<file path="src/rtl/bit_pkg.sv">
package bit_pkg;

    localparam int CNT_W    = 8;
    localparam int NUM_TAPS = 4;
    localparam int SEL_W    = 3;
    localparam int MODE_W   = SEL_W + 1;

    typedef logic [SEL_W-1:0] sel_code_t;

    // Selector code that enables each tick input, index 0 = fastest tap.
    localparam sel_code_t TAP_CODE [NUM_TAPS] = '{3'b111, 3'b101, 3'b011, 3'b000};

    typedef struct packed {
        logic flag;
        logic req;
        logic wake;
        logic wdt;
    } irq_out_t;

endpackage

</file>
<file path="src/rtl/bit_tap_sel.sv">
module bit_tap_sel
    import bit_pkg::*;
#(
    parameter int NT = NUM_TAPS
) (
    input  logic          clk,
    input  logic          rst,
    input  sel_code_t     code,
    input  logic [NT-1:0] taps,
    output logic          tick
);

    logic [NT-1:0] hit;

    for (genvar i = 0; i < NT; i++) begin : g_tap
        assign hit[i] = (code == TAP_CODE[i]) && taps[i];
    end

    assign tick = |hit;

    AST_TICK_NEEDS_TAP: assert property (@(posedge clk) disable iff (rst)
        tick |-> (|taps));

endmodule

</file>
<file path="src/rtl/bit_divider.sv">
module bit_divider #(
    parameter int W = bit_pkg::CNT_W
) (
    input  logic         clk,
    input  logic         rst,
    input  logic         tick,
    input  logic         clr,
    output logic [W-1:0] cnt,
    output logic         ovf
);

    // Wrap strobe; a clear in the same cycle suppresses it.
    assign ovf = tick && (&cnt) && !clr;

    always_ff @(posedge clk) begin
        if (rst)       cnt <= '0;
        else if (clr)  cnt <= '0;
        else if (tick) cnt <= cnt + 1'b1;
    end

    AST_CLEAR_ZEROES: assert property (@(posedge clk) disable iff (rst)
        clr |=> (cnt == '0));
    AST_HOLD_NO_TICK: assert property (@(posedge clk) disable iff (rst)
        (!tick && !clr) |=> $stable(cnt));
    AST_STEP_ONE: assert property (@(posedge clk) disable iff (rst)
        (tick && !clr) |=> (cnt == W'($past(cnt) + 1'b1)));

endmodule

</file>
<file path="src/rtl/bit_irq_flag.sv">
module bit_irq_flag
    import bit_pkg::*;
(
    input  logic     clk,
    input  logic     rst,
    input  logic     ovf,
    input  logic     clr,
    output irq_out_t irq
);

    always_ff @(posedge clk) begin
        if (rst) begin
            irq <= '0;
        end else begin
            irq.req  <= ovf;
            irq.wake <= ovf;
            irq.wdt  <= ovf && irq.flag;
            if (clr)      irq.flag <= 1'b0;
            else if (ovf) irq.flag <= 1'b1;
        end
    end

    AST_REQ_SETS_FLAG: assert property (@(posedge clk) disable iff (rst)
        irq.req |-> irq.flag);
    AST_CLEAR_DROPS_FLAG: assert property (@(posedge clk) disable iff (rst)
        clr |=> (!irq.flag && !irq.req && !irq.wdt));
    AST_FLAG_STICKY: assert property (@(posedge clk) disable iff (rst)
        (irq.flag && !clr) |=> irq.flag);

endmodule

</file>
<file path="src/rtl/bit_timer.sv">
module bit_timer
    import bit_pkg::*;
#(
    parameter int CW = bit_pkg::CNT_W,
    parameter int NT = bit_pkg::NUM_TAPS
) (
    input  logic              clk,
    input  logic              rst,
    input  logic [NT-1:0]     tap_tick,
    input  logic              mode_we,
    input  logic [MODE_W-1:0] mode_wdata,
    output logic [MODE_W-1:0] mode_rdata,
    output logic [CW-1:0]     count_q,
    output logic              irq_flag,
    output logic              irq_req,
    output logic              wait_release,
    output logic              wdt_timeout
);

    sel_code_t sel_q;
    logic      clr;
    logic      tick;
    logic      ovf;
    irq_out_t  irq;

    assign clr = mode_we && mode_wdata[MODE_W-1];

    always_ff @(posedge clk) begin
        if (rst)          sel_q <= '0;
        else if (mode_we) sel_q <= mode_wdata[SEL_W-1:0];
    end

    bit_tap_sel #(.NT(NT)) u_sel (
        .clk  (clk),
        .rst  (rst),
        .code (sel_q),
        .taps (tap_tick),
        .tick (tick)
    );

    bit_divider #(.W(CW)) u_div (
        .clk  (clk),
        .rst  (rst),
        .tick (tick),
        .clr  (clr),
        .cnt  (count_q),
        .ovf  (ovf)
    );

    bit_irq_flag u_irq (
        .clk (clk),
        .rst (rst),
        .ovf (ovf),
        .clr (clr),
        .irq (irq)
    );

    assign mode_rdata   = {1'b0, sel_q};
    assign irq_flag     = irq.flag;
    assign irq_req      = irq.req;
    assign wait_release = irq.wake;
    assign wdt_timeout  = irq.wdt;

    AST_WRAP_AT_ZERO: assert property (@(posedge clk) disable iff (rst)
        irq_req |-> (count_q == '0));
    AST_REQ_ONE_SHOT: assert property (@(posedge clk) disable iff (rst)
        irq_req |=> !irq_req);
    AST_WAKE_AT_ZERO: assert property (@(posedge clk) disable iff (rst)
        wait_release |-> (count_q == '0));
    AST_WDT_WITH_REQ: assert property (@(posedge clk) disable iff (rst)
        wdt_timeout |-> irq_req);

endmodule

</file>
<file path="config.mk">
export PLATFORM = sky130hd
export DESIGN_NAME = bit_timer
export DESIGN_NICKNAME = d
export VERILOG_FILES = /design/src/rtl/bit_pkg.sv /design/src/rtl/bit_tap_sel.sv /design/src/rtl/bit_divider.sv /design/src/rtl/bit_irq_flag.sv /design/src/rtl/bit_timer.sv
export SDC_FILE = /design/constraint.sdc
export NUM_CORES = 1
export LEC_CHECK = 0
export BUFFER_PORTS_ARGS = -buffer_cell sky130_fd_sc_hd__buf_2
export CAP_MARGIN = 25
export CORE_UTILIZATION = 45
export CTS_BUF_LIST = sky130_fd_sc_hd__clkbuf_4
export DETAILED_ROUTE_END_ITERATION = 8
export GPL_TIMING_DRIVEN = 0
export HOLD_SLACK_MARGIN = 0.12
export PLACE_DENSITY = 0.85
export SETUP_SLACK_MARGIN = 0.3
export SLEW_MARGIN = 10
export SYNTH_ARGS = -nofsm -noshare
export SYNTH_HDL_FRONTEND = slang
export SYNTH_HIERARCHICAL = 1
export SYNTH_SLANG_ARGS = --single-unit
</file>
<file path="constraint.sdc">
create_clock -name clk -period 2.07 [get_ports clk]
set_input_delay 0.3105 -clock clk [delete_from_list [all_inputs] [get_ports clk]]
set_output_delay 0.3105 -clock clk [all_outputs]
set_load 0.05 [all_outputs]
</file>
# [Yosys cells after proc, flatten, opt, wreduce, memory -nomap -nowiden]
# Index checks and enable logic that the tools add are counted.
[totals] register_bits=14 input_bits=11 out_inout_bits=16 elab_cells=22
[op_classes] addsub=1 n_eq_ne=3 reduce_logical=13
[ops] operator="8-bit by 1-bit adder with 8-bit output (second input constant)" count=1
[ops] operator="1-bit logical AND" count=8
[ops] operator="8-bit AND reduction" count=1
[ops] operator="3-bit equality test (second input constant)" count=2
[ops] operator="4-bit OR reduction" count=1
[ops] operator="3-bit by 2-bit equality test with 1-bit output (second input constant)" count=1
[ops] operator="3-bit zero test" count=1
[ops] operator="2-bit OR reduction" count=1
[ops] operator="1-bit zero test" count=1

# [Longest topological paths before layout]
# Gate-level depths: netlist of run 1.
[logic_depth] word_depth=6 mapped_depth=7 mapped_depth_nobuf=6

# [Hierarchy]
# Netlist of run 1, hierarchy kept.
[modules_own_cells] mod="bit_divider" instances=1 cells_each=40 area_each_um2=364.1 seq_area_each_um2=160.2
[modules_own_cells] mod="bit_timer" instances=1 cells_each=12 area_each_um2=120.1 seq_area_each_um2=60.1
[modules_own_cells] mod="bit_irq_flag" instances=1 cells_each=8 area_each_um2=96.3 seq_area_each_um2=60.1
[modules_own_cells] mod="bit_tap_sel" instances=1 cells_each=5 area_each_um2=40.0 seq_area_each_um2=0.0

# [Worst setup path before layout of run 1]
# No wires, ideal clock.
[synth_path] path_kind="reg2reg" from="register sel_q[1]" to="register, netlist name u_irq/irq[0]" setup_ps=61 arrival_time_ps=2054 slack_ps=-45 stages_incl_launch_ff=8 synth_period_minus_slack_ps=2115 path_cell_list="dfxtp_1 > or4b_1 > o211ai_1 > buf_4 > nand3_1 > nor4_1 > nor2b_4 > and2_1"
[synth_via] elab_chain_cells=6
[synth_lines] item="from (decl)" line_no="bit_timer.sv:20" source="sel_code_t sel_q;"
[synth_lines] item="from (signal assigned)" line_no="bit_timer.sv:30" source="else if (mode_we) sel_q <= mode_wdata[SEL_W-1:0];"
[synth_lines] item="3-bit equality test, or another cell as far along" line_no="bit_tap_sel.sv:16" source="assign hit[i] = (code == TAP_CODE[i]) && taps[i];"
[synth_lines] item="1-bit logical AND" line_no="bit_tap_sel.sv:16"
[synth_lines] item="4-bit OR reduction (*)" line_no="bit_tap_sel.sv:19" source="assign tick = |hit;"
[synth_lines] item="named net tick" line_no="bit_timer.sv:22" source="logic tick;"
[synth_lines] item="1-bit logical AND (*) (2 in a row)" line_no="bit_divider.sv:13" source="assign ovf = tick && (&cnt) && !clr;"
[synth_lines] item="named net ovf" line_no="bit_timer.sv:23" source="logic ovf;"
[synth_lines] item="1-bit logical AND (*)" line_no="bit_irq_flag.sv:17" source="irq.wdt <= ovf && irq.flag;"
# Mark *: on every way through the listed nets, which the timed path passes. The rest lies on a longest branch.
# A chain may end at the register's enable or synchronous reset.

# [Worst setup path in the final report of run 1]
[layout_path] from="register sel_q[1]" to="register u_div.cnt[7]"
[layout_via] elab_chain_cells=3
[layout_lines] item="3-bit equality test, or another cell as far along" line_no="bit_tap_sel.sv:16"
[layout_lines] item="1-bit logical AND" line_no="bit_tap_sel.sv:16"
[layout_lines] item="4-bit OR reduction (*)" line_no="bit_tap_sel.sv:19"
[layout_lines] item="named net tick" line_no="bit_timer.sv:22"
[layout_lines] item="to (signal assigned)" line_no="bit_divider.sv:18" source="else if (tick) cnt <= cnt + 1'b1;"
[layout_lines] item="to (decl)" line_no="bit_divider.sv:8" source="output logic [W-1:0] cnt,"
# Marked as above.

==> summary.json, run 1 <==
{
  "criticalPathCategory": "reg -> reg",
  "synth_area_leaders": "sky130_fd_sc_hd__dfxtp_1, sky130_fd_sc_hd__mux2i_1, sky130_fd_sc_hd__nor2_1",
  "total_power_uw": 523,
  "busiest_layer": "met2",
  "worst_ir_drop_vdd_mv": 0.301,
  "setup_slack_ps": 258,
  "worst_path_dominant_cell_family": "simple AND/OR/NAND/NOR gates",
  "max_freq_ghz": 0.552,
  "synth_seq_cells": 14,
  "final_area_um2": 868,
  "worstHoldPathType": "in -> reg",
  "timing.final.setup_violations": 0,
  "first_drt_pass_iteration_count": 4,
  "power.share.combinational": 0.173,
  "post_synth_inst_count": 65,
  "drive_gt1_frac": 0.465,
  "grt_max_degree": 9,
  "clock_tree.htree_level_count": 1,
  "cellPowerDensity_nw_per_um2": 602,
  "net-switching-power_uw": 141,
  "globalRouteMet1Util": 0.218,
  "clockPowerShare": 0.287,
  "antenna_cells_inserted": 0,
  "antenna_violations_before_repair": 0,
  "hold_startpoint": "mode_wdata[2]",
  "worst_path_max_delay_cell": "sky130_fd_sc_hd__or4b_4",
  "place.gp.congestion": 0.757,
  "critical_path.max_stage_delay_ps": 530,
  "cts-root-buf": "sky130_fd_sc_hd__clkbuf_4",
  "pre_cts_ws_ps": 104,
  "area.growth.synth_to_final_pct": 39.9,
  "worst_setup_path_startpoint": "sel_q[1]$_SDFFE_PP0P_",
  "number_of_nets_still_failing_antenna_checks_after_routing": 0,
  "detail_route.vias_per_cell": 5.11,
  "cts_max_path_buffers": 2,
  "dr_total_vias": 582,
  "path_cells": "or4b_4 > o211ai_1 > buf_4 > nand4_4 > or3_1 > a21oi_1",
  "design.final.nets": 112,
  "timing.reg2reg.setup_slack_ps": 260,
  "first_global_vias": 478,
  "tritoncts": "yes",
  "area_of_the_mapped_netlist_um2": 621,
  "final.setup.tns_ps": 0,
  "rsz_0062_raised_after_global_routing": "true",
  "post-synth-top-area-cell": "sky130_fd_sc_hd__dfxtp_1",
  "met2_usage": 0.329,
  "syn_area_per_cell_um2": 9.55,
  "worst-path-stages": 6,
  "yosys.cell_types.count": 25,
  "drv_slew": 0,
  "maxCapViolCount": 0,
  "dr.first_iter.drc_count": 8,
  "critPathBufInv": 1,
  "routedWlPerCell_um": 11.4,
  "regToRegEndpoint": "u_div/cnt[7]$_SDFFE_PP0P_",
  "boundaryPins": 27,
  "power.switching_fraction": 0.270,
  "global_route.overflow_total": 0,
  "hold_buffers": 0,
  "internal_power_uw": 381,
  "critical_path_arrival_ps": 2010,
  "groute.usage.overall": 0.202,
  "die_area_um2": 1530,
  "initial_core_util": 0.483,
  "r2r.worst_path.cells": 6,
  "critPathLaunchType": "flop",
  "hold_viol": 0,
  "tritoncts.num_buffers": 3,
  "die-width_um": 39.1,
  "min_path_cells": 3,
  "synth.yosys.seq_area_share": 0.452,
  "final_core_utilization": 0.676,
  "grt_first_pass_wirelength_um": 2020,
  "placementRows": 13,
  "post-synth-top-area-fraction": 0.452,
  "drt_wl_total_um": 1310,
  "timing.final.crit_share": 0.875,
  "mappedNetlistNets": 77,
  "die-height_um": 39.1,
  "min_cycle_time_layout_ps": 1810,
  "worst-path-max-fanout": 5,
  "drt_drc_violations_left": 0,
  "cellLeakagePower_uw": 0.000399,
  "grt_use_met3": 0.0925,
  "fillcell_total": 103,
  "crit_path_end_kind": "flop",
  "fin_worst_skew_ps": 7.26,
  "regToRegStartpoint": "sel_q[1]$_SDFFE_PP0P_",
  "yosys_warn_count": 6,
  "worst_setup_hold_path_clk_slew_ps": 80,
  "power_frac_seq": 0.540,
  "cp.required_ps": 2270,
  "core_area_um2": 1280,
  "clock-sinks": 14,
  "detailed_place.area_um2": 785,
  "port-buffer-count": 25,
  "min_delay_worst_endpoint": "sel_q[2]$_SDFFE_PP0P_",
  "clk_latency_ps": 280,
  "result_of_the_run": "finished, final reports clean"
}
cells in the final DEF, fill, tap and decap left out, drive strengths merged:
cell	count
nand4	3
nor4	1
or4b	1
xnor2	1
xor2	3
mux2i	5
buf	33
ha	1
clkbuf	4
or3	3
and2	2
nand4b	1
a21oi	3
o21ai	3
o211ai	1
conb	1
nand3	2
nor2	9
nor3	1
dfxtp	14
nand2	4
clkinv	1
nor2b	1
or2	1
Yosys cell counts:
cell type                   n
sky130_fd_sc_hd__nor4_1     1
sky130_fd_sc_hd__nand3_1    2
sky130_fd_sc_hd__nor3_1     1
sky130_fd_sc_hd__and2_1     1
sky130_fd_sc_hd__nor2_1     9
sky130_fd_sc_hd__dfxtp_1   14
sky130_fd_sc_hd__or2_2      1
sky130_fd_sc_hd__buf_4      3
sky130_fd_sc_hd__or4b_1     1
sky130_fd_sc_hd__o21ai_0    3
sky130_fd_sc_hd__and2_2     1
sky130_fd_sc_hd__xor2_1     3
sky130_fd_sc_hd__nand2_1    4
sky130_fd_sc_hd__nand4_1    2
sky130_fd_sc_hd__xnor2_1    1
sky130_fd_sc_hd__nand4b_1   1
sky130_fd_sc_hd__or3_1      3
sky130_fd_sc_hd__conb_1     1
sky130_fd_sc_hd__o211ai_1   1
sky130_fd_sc_hd__mux2i_1    5
sky130_fd_sc_hd__nor2b_4    1
sky130_fd_sc_hd__a21oi_1    3
sky130_fd_sc_hd__ha_1       1
sky130_fd_sc_hd__nand4_4    1
sky130_fd_sc_hd__clkbuf_1   1
flip-flops by register name, summed over array words and instances, names as in the netlist:
signal	flops
sel_q	3
u_div/cnt	8
u_irq/irq	3
worst max-delay path by stage:
stage | end | slack (ps)
global placement | u_irq/irq[0]$_SDFF_PP0_ | 150
CTS | u_div/cnt[5]$_SDFFE_PP0P_ | 260
global route | u_div/cnt[5]$_SDFFE_PP0P_ | 180
finish | u_div/cnt[7]$_SDFFE_PP0P_ | 260
detailed placement | u_irq/irq[0]$_SDFF_PP0_ | 100
floorplan | u_irq/irq[0]$_SDFF_PP0_ | 140
power groups by stage:
stage          logic (uW)  registers, uW  clock network [uW]
5_1_grt              97.5            284                 174
4_1_cts              87.2            282                 159
2_1_floorplan        33.0            310                   0
3_5_place_dp         76.8            289                   0
6_report             90.2            282                 150
3_3_place_gp         75.1            289                   0
metal layers:
metal  routed length [um]  share of wire
met4                    0              0
met3                   49          0.038
met2                  691           0.53
met1                  565           0.43
met5                    0              0
per-stage QoR:
| step | hold slack, ps | instances |
|---|---|---|
| final | 276 | 114 |
| after CTS | 269 | 113 |
| after detailed placement | 475 | 105 |
| after floorplan | 373 | 65 |
| after global placement | 463 | 105 |
| after global routing | 274 | 114 |
worst min-delay path, stage by stage:
cell and delay (ps):
sky130_fd_sc_hd__buf_2 80, sky130_fd_sc_hd__mux2i_1 60, sky130_fd_sc_hd__nor2_1 70
cell families (layout without fill, tap and decap cells):
group	count (synthesis)	count (layout)	synth area share
AND/OR/NAND/NOR	29	29	0.282
other	1	1	0.00604
adder cells (fa/ha/maj)	1	1	0.0202
AO/OA/AOI/OAI	7	7	0.0605
multiplexers	5	5	0.0806
buffers and inverters	4	38	0.0423
XOR/XNOR	4	4	0.0565
flip-flops	14	14	0.452
area by class of cell:
class                           instances  area [um^2]  area share
Buffer                                  4         26.3      0.0303
Clock buffer                            3         22.5      0.0259
Clock inverter                          1         3.75     0.00432
Multi-Input combinational cell         47          345       0.398
Sequential cell                        14          289       0.333
Tap cell                               15         18.8      0.0216
Timing Repair Buffer                   30          163       0.187
what timing repair did:
item,4_1_cts,5_1_grt
gates cloned,0,0
setup buffers,4,1
endpoints found under the setup margin,6,8
resized for setup,2,1
pin swaps,4,1
Power figures use the tool's default switching activity.
==> inputs of run 2 (changes only) <==
--- a/config.mk
+++ b/config.mk
@@ -13,7 +13,7 @@
 export GPL_TIMING_DRIVEN = 0
 export HOLD_SLACK_MARGIN = 0.12
 export PLACE_DENSITY = 0.85
-export SETUP_SLACK_MARGIN = 0.3
+export SETUP_SLACK_MARGIN = 0.05
 export SLEW_MARGIN = 10
 export SYNTH_ARGS = -nofsm -noshare
 export SYNTH_HDL_FRONTEND = slang
==> constraint.sdc (replaced) <==
create_clock -name clk -period 1.98 [get_ports clk]
set_input_delay 0.297 -clock clk [delete_from_list [all_inputs] [get_ports clk]]
set_output_delay 0.297 -clock clk [all_outputs]
set_load 0.05 [all_outputs]
==> summary.json, run 2 (synthesis results as in run 1) <==
{
  "initial_core_util": 0.483,
  "critical_path_arrival_ps": 2070,
  "worst-path-max-fanout": 5,
  "max_ffs_per_register": 8,
  "final.setup.tns_ps": 0,
  "grt_first_pass_wirelength_um": 1980,
  "register_with_the_most_flip_flops": "u_div/cnt",
  "cp.required_ps": 2180,
  "drt_wl_total_um": 1230,
  "worstHoldPathType": "in -> reg",
  "antenna_violations_before_repair": 0,
  "die-width_um": 39.1,
  "min_cycle_time_layout_ps": 1870,
  "placementRows": 13,
  "antenna_cells_inserted": 0,
  "detail_route.vias_per_cell": 5.21,
  "drt_drc_violations_left": 2,
  "criticalPathCategory": "reg -> reg",
  "leading_cell_types_in_the_layout_fill_and_taps_excluded": "sky130_fd_sc_hd__buf_2, sky130_fd_sc_hd__dfxtp_1, sky130_fd_sc_hd__nor2_1, sky130_fd_sc_hd__mux2i_1",
  "timing.final.setup_violations": 0,
  "timing.final.crit_share": 0.944,
  "dr_total_vias": 573,
  "die-height_um": 39.1,
  "drv_slew": 0,
  "dr.first_iter.drc_count": 8,
  "regToRegStartpoint": "sel_q[2]$_SDFFE_PP0P_",
  "rsz_0062_raised_after_global_routing": "false",
  "first_drt_pass_iteration_count": 6,
  "fin_worst_skew_ps": 4.04,
  "path_cells": "or4b_1 > o211ai_1 > buf_4 > nand3_2 > or3_1 > a21oi_1",
  "detail_route.wirelength.met1_um": 493,
  "most_common_library_cell_in_the_layout_ignoring_fill_and_taps": "sky130_fd_sc_hd__buf_2",
  "groute.usage.overall": 0.200,
  "dp_hpwl_um": 934,
  "worst_setup_hold_path_clk_slew_ps": 80,
  "min_path_cells": 3,
  "clock_tree.htree_level_count": 1,
  "power_frac_seq": 0.549,
  "timing.reg2reg.setup_slack_ps": 110,
  "met2_length_um": 661,
  "layout_top_registers": "u_div/cnt x8, sel_q x3, u_irq/irq x3",
  "worst_path_max_delay_cell": "sky130_fd_sc_hd__or4b_1",
  "clk_latency_ps": 270,
  "worst_setup_path_startpoint": "sel_q[2]$_SDFFE_PP0P_",
  "area.growth.synth_to_final_pct": 33.3,
  "core_area_um2": 1280,
  "clock-sinks": 14,
  "first_global_vias": 466,
  "hold_buffers": 0,
  "place.gp.congestion": 0.686,
  "power.switching_fraction": 0.272,
  "met3_wirelength_um": 59,
  "tritoncts": "yes",
  "net-switching-power_uw": 146,
  "crit_end": "u_div/cnt[6]$_SDFFE_PP0P_",
  "routedWlPerCell_um": 11.2,
  "result_of_the_run": "finished with violations",
  "top_signal_layer_used": "met4",
  "port-buffer-count": 25,
  "violations": "design-rule violations",
  "cellLeakagePower_uw": 0.000378,
  "r2r.worst_path.cells": 6,
  "critPathLaunchType": "flop",
  "drive_gt1_frac": 0.432,
  "power.share.combinational": 0.154,
  "boundaryPins": 27,
  "hold_viol": 0,
  "critical_path.max_stage_delay_ps": 540,
  "design.final.nets": 108,
  "regToRegEndpoint": "u_div/cnt[6]$_SDFFE_PP0P_",
  "cts_max_path_buffers": 2,
  "crit_path_end_kind": "flop",
  "max_freq_ghz": 0.535,
  "place_inst": 105,
  "final_core_utilization": 0.644,
  "maxCapViolCount": 0,
  "post_route_non_filler_standard_cell_count": 110,
  "final.hold.worst_slack_ps": 259,
  "internal_power_uw": 392,
  "cellPowerDensity_nw_per_um2": 651,
  "die_area_um2": 1530,
  "clockPowerShare": 0.296,
  "cts-root-buf": "sky130_fd_sc_hd__clkbuf_4",
  "number_of_nets_still_failing_antenna_checks_after_routing": 0,
  "global_route.overflow_total": 0,
  "tritoncts.num_buffers": 3,
  "worst_ir_drop_vdd_mv": 0.297,
  "total_power_uw": 538,
  "grt_max_degree": 9
}
==> run 2: cell types whose count changed in the layout (fill, tap and decap cells not counted), sizes merged <==
cell	before	now
buf	33	29
==> run 2: how the worst min path moves through the flow <==
stage                                          from                 endpoint  slack (ps)
after floorplan                                 rst    sel_q[1]$_SDFFE_PP0P_         360
after global placement    u_irq/irq[3]$_SDFFE_PP0P_  u_irq/irq[0]$_SDFF_PP0_         470
after detailed placement  u_irq/irq[3]$_SDFFE_PP0P_  u_irq/irq[0]$_SDFF_PP0_         480
after CTS                             mode_wdata[1]    sel_q[1]$_SDFFE_PP0P_         250
after global routing                            rst  u_irq/irq[1]$_SDFF_PP0_         280
final                                 mode_wdata[1]    sel_q[1]$_SDFFE_PP0P_         260
==> run 2: timing repair <==
action,in CTS,in global routing
pin swaps,0,1
endpoints found under the hold margin,0,0
gates resized for setup,1,0
setup endpoints to repair,1,2
buffers inserted,1,0
==> run 2: per-stage QoR <==
| step | worst slack [ps] | instance area [um^2] |
|---|---|---|
| 4_1_cts | 78.4 | 827 |
| 3_5_place_dp | 42.0 | 785 |
| 2_1_floorplan | 46.9 | 641 |
| 5_1_grt | 83.0 | 827 |
| 6_report | 111 | 827 |
| 3_3_place_gp | 66.3 | 785 |
==> run 2: metal layers <==
metal	GRT usage	vias up
met3	0.0694	2
met1	0.209	268
met4	0.103	0
met2	0.346	17
li1	-	286
met5	0	-
==> run 2: cell type report <==
| type | count | area, um^2 |
|---|---|---|
| plain buffers | 4 | 26.3 |
| fillers | 119 | 458 |
| clock inverters | 1 | 3.75 |
| multi-input cells | 47 | 334 |
| flip-flops and latches | 14 | 289 |
| well taps | 15 | 18.8 |
| repair buffers | 26 | 133 |
| clock buffers | 3 | 22.5 |
==> run 2: power groups by stage <==
stage	sequential, uW	combinational, uW	clock (uW)
after floorplan	324	34.5	0
after global placement	302	78.2	0
after detailed placement	302	79.5	0
after CTS	296	83.2	169
after global routing	298	89.8	181
final	296	82.9	159
==> run 2: worst max-delay path: cells and delay by family (launching register included) <==
| kind | cells | cell delay [ps] |
|---|---|---|
| DFF | 1 | 360 |
| buffers and inverters | 1 | 160 |
| AOI/OAI and AO/OA | 2 | 270 |
| and+or+nand+nor | 3 | 1020 |
==> inputs of run 3 (changes only) <==
==> constraint.sdc (replaced) <==
create_clock -name clk -period 2 [get_ports clk]
set_input_delay 0.3 -clock clk [delete_from_list [all_inputs] [get_ports clk]]
set_output_delay 0.3 -clock clk [all_outputs]
set_load 0.05 [all_outputs]
==> summary.json, run 3 (synthesis results as in run 1) <==
{
  "number_of_nets_still_failing_antenna_checks_after_routing": 0,
  "final_area_um2": 827,
  "worst_setup_hold_path_clk_slew_ps": 80,
  "power.share.combinational": 0.154,
  "dp_hpwl_um": 934,
  "port-buffer-count": 25,
  "violations": "design-rule violations",
  "die_area_um2": 1530,
  "power.switching_fraction": 0.272,
  "cellPowerDensity_nw_per_um2": 644,
  "result_of_the_run": "finished with violations",
  "critical_path_arrival_ps": 2090,
  "post_route_non_filler_standard_cell_count": 110,
  "maxCapViolCount": 0,
  "total_power_uw": 533,
  "first_drt_pass_iteration_count": 6,
  "antenna_cells_inserted": 0,
  "cts_max_path_buffers": 2,
  "area.growth.synth_to_final_pct": 33.3,
  "antenna_violations_before_repair": 0,
  "drive_gt1_frac": 0.432,
  "drt_drc_violations_left": 2,
  "tritoncts.num_buffers": 3,
  "place.gp.congestion": 0.686,
  "initial_core_util": 0.483,
  "first_global_vias": 458,
  "timing.final.setup_violations": 0,
  "design.final.nets": 108,
  "cellLeakagePower_uw": 0.000378,
  "boundaryPins": 27,
  "layout_top_registers": "u_div/cnt x8, sel_q x3, u_irq/irq x3",
  "drv_slew": 0,
  "dr.first_iter.drc_count": 8,
  "routedWlPerCell_um": 11.2,
  "register_with_the_most_flip_flops": "u_div/cnt",
  "detailed_place.area_um2": 785,
  "worstHoldPathType": "in -> reg",
  "final.setup.tns_ps": 0,
  "fin_worst_skew_ps": 4.04,
  "cts-root-buf": "sky130_fd_sc_hd__clkbuf_4",
  "timing.final.crit_share": 0.942,
  "tritoncts": "yes",
  "placementRows": 13,
  "net-switching-power_uw": 145,
  "core_area_um2": 1280,
  "drt_wl_total_um": 1230,
  "max_ffs_per_register": 8,
  "hold_viol": 0,
  "max_freq_ghz": 0.531,
  "worst-path-max-fanout": 5,
  "internal_power_uw": 388,
  "grt_max_degree": 9,
  "critPathLaunchType": "flop",
  "dr_total_vias": 572,
  "clk_latency_ps": 270,
  "clock-sinks": 14,
  "crit_path_end_kind": "flop",
  "rsz_0062_raised_after_global_routing": "false",
  "clockPowerShare": 0.296,
  "grt_first_pass_wirelength_um": 1970,
  "global_route.overflow_total": 0,
  "most_common_library_cell_in_the_layout_ignoring_fill_and_taps": "sky130_fd_sc_hd__buf_2",
  "cp.required_ps": 2200,
  "leading_cell_types_in_the_layout_fill_and_taps_excluded": "sky130_fd_sc_hd__buf_2, sky130_fd_sc_hd__dfxtp_1, sky130_fd_sc_hd__nor2_1, sky130_fd_sc_hd__mux2i_1",
  "power_frac_seq": 0.549,
  "min_cycle_time_layout_ps": 1880,
  "clock_tree.htree_level_count": 1,
  "die-width_um": 39.1,
  "fillcell_total": 119,
  "criticalPathCategory": "reg -> reg",
  "groute.usage.overall": 0.199,
  "detail_route.vias_per_cell": 5.20,
  "worst_ir_drop_vdd_mv": 0.294,
  "die-height_um": 39.1,
  "place_inst": 105
}
-- run 3: cell type report --
class,instances,area [um^2],area share
clock inverters,1,3.75,0.00454
flip-flops and latches,14,289,0.349
clock buffers,3,22.5,0.0272
well taps,15,18.8,0.0227
repair buffers,26,133,0.160
multi-input cells,47,334,0.404
plain buffers,4,26.3,0.0318
-- run 3: what timing repair did --
action,4_1_cts,5_1_grt
hold buffers,0,0
cloned,0,0
setup endpoints to repair,1,2
setup buffers,0,1
pin swaps,0,1
resized for setup,1,0
-- run 3: metal layers --
metal	global-route usage	wire, um	vias up
met2	0.338	661	17
li1	-	-	286
met1	0.213	492	267
met4	0.103	18	0
met3	0.0694	59	2
met5	0	0	-
-- run 3: power by group through the flow --
stage,Combinational (uW),Clock (uW),Sequential (uW)
2_1_floorplan,34.2,0,321
3_3_place_gp,77.4,0,299
3_5_place_dp,78.7,0,299
4_1_cts,79.5,167,293
5_1_grt,88.9,179,295
6_report,82.1,158,293
-- run 3: worst max-delay path, cell delays in order (launching register included) --
cell and delay, ps:
sky130_fd_sc_hd__dfxtp_4 360, sky130_fd_sc_hd__or4b_1 540, sky130_fd_sc_hd__o211ai_1 100, sky130_fd_sc_hd__buf_4 170, sky130_fd_sc_hd__nand3_2 120, sky130_fd_sc_hd__or3_1 370, sky130_fd_sc_hd__a21oi_1 170
-- run 3: metrics by stage --
stage / hold WS (ps) / utilization / setup slack (ps)
after floorplan: 363 / - / 66.9
after global placement: 465 / 0.611 / 86.3
after detailed placement: 481 / 0.611 / 62.0
after CTS: 254 / 0.638 / 61.6
final: 262 / 0.644 / 115
after global routing: 285 / 0.644 / 84.7
-- run 3: final timing paths --
path	startpoint	end	slack, ps	depth (start not counted)
min	mode_wdata[1]	sel_q[1]$_SDFFE_PP0P_	260	3
min reg2reg	u_irq/irq[3]$_SDFFE_PP0P_	u_irq/irq[0]$_SDFF_PP0_	480	1
max	sel_q[2]$_SDFFE_PP0P_	u_div/cnt[6]$_SDFFE_PP0P_	120	6
max reg2reg	sel_q[2]$_SDFFE_PP0P_	u_div/cnt[6]$_SDFFE_PP0P_	120	6
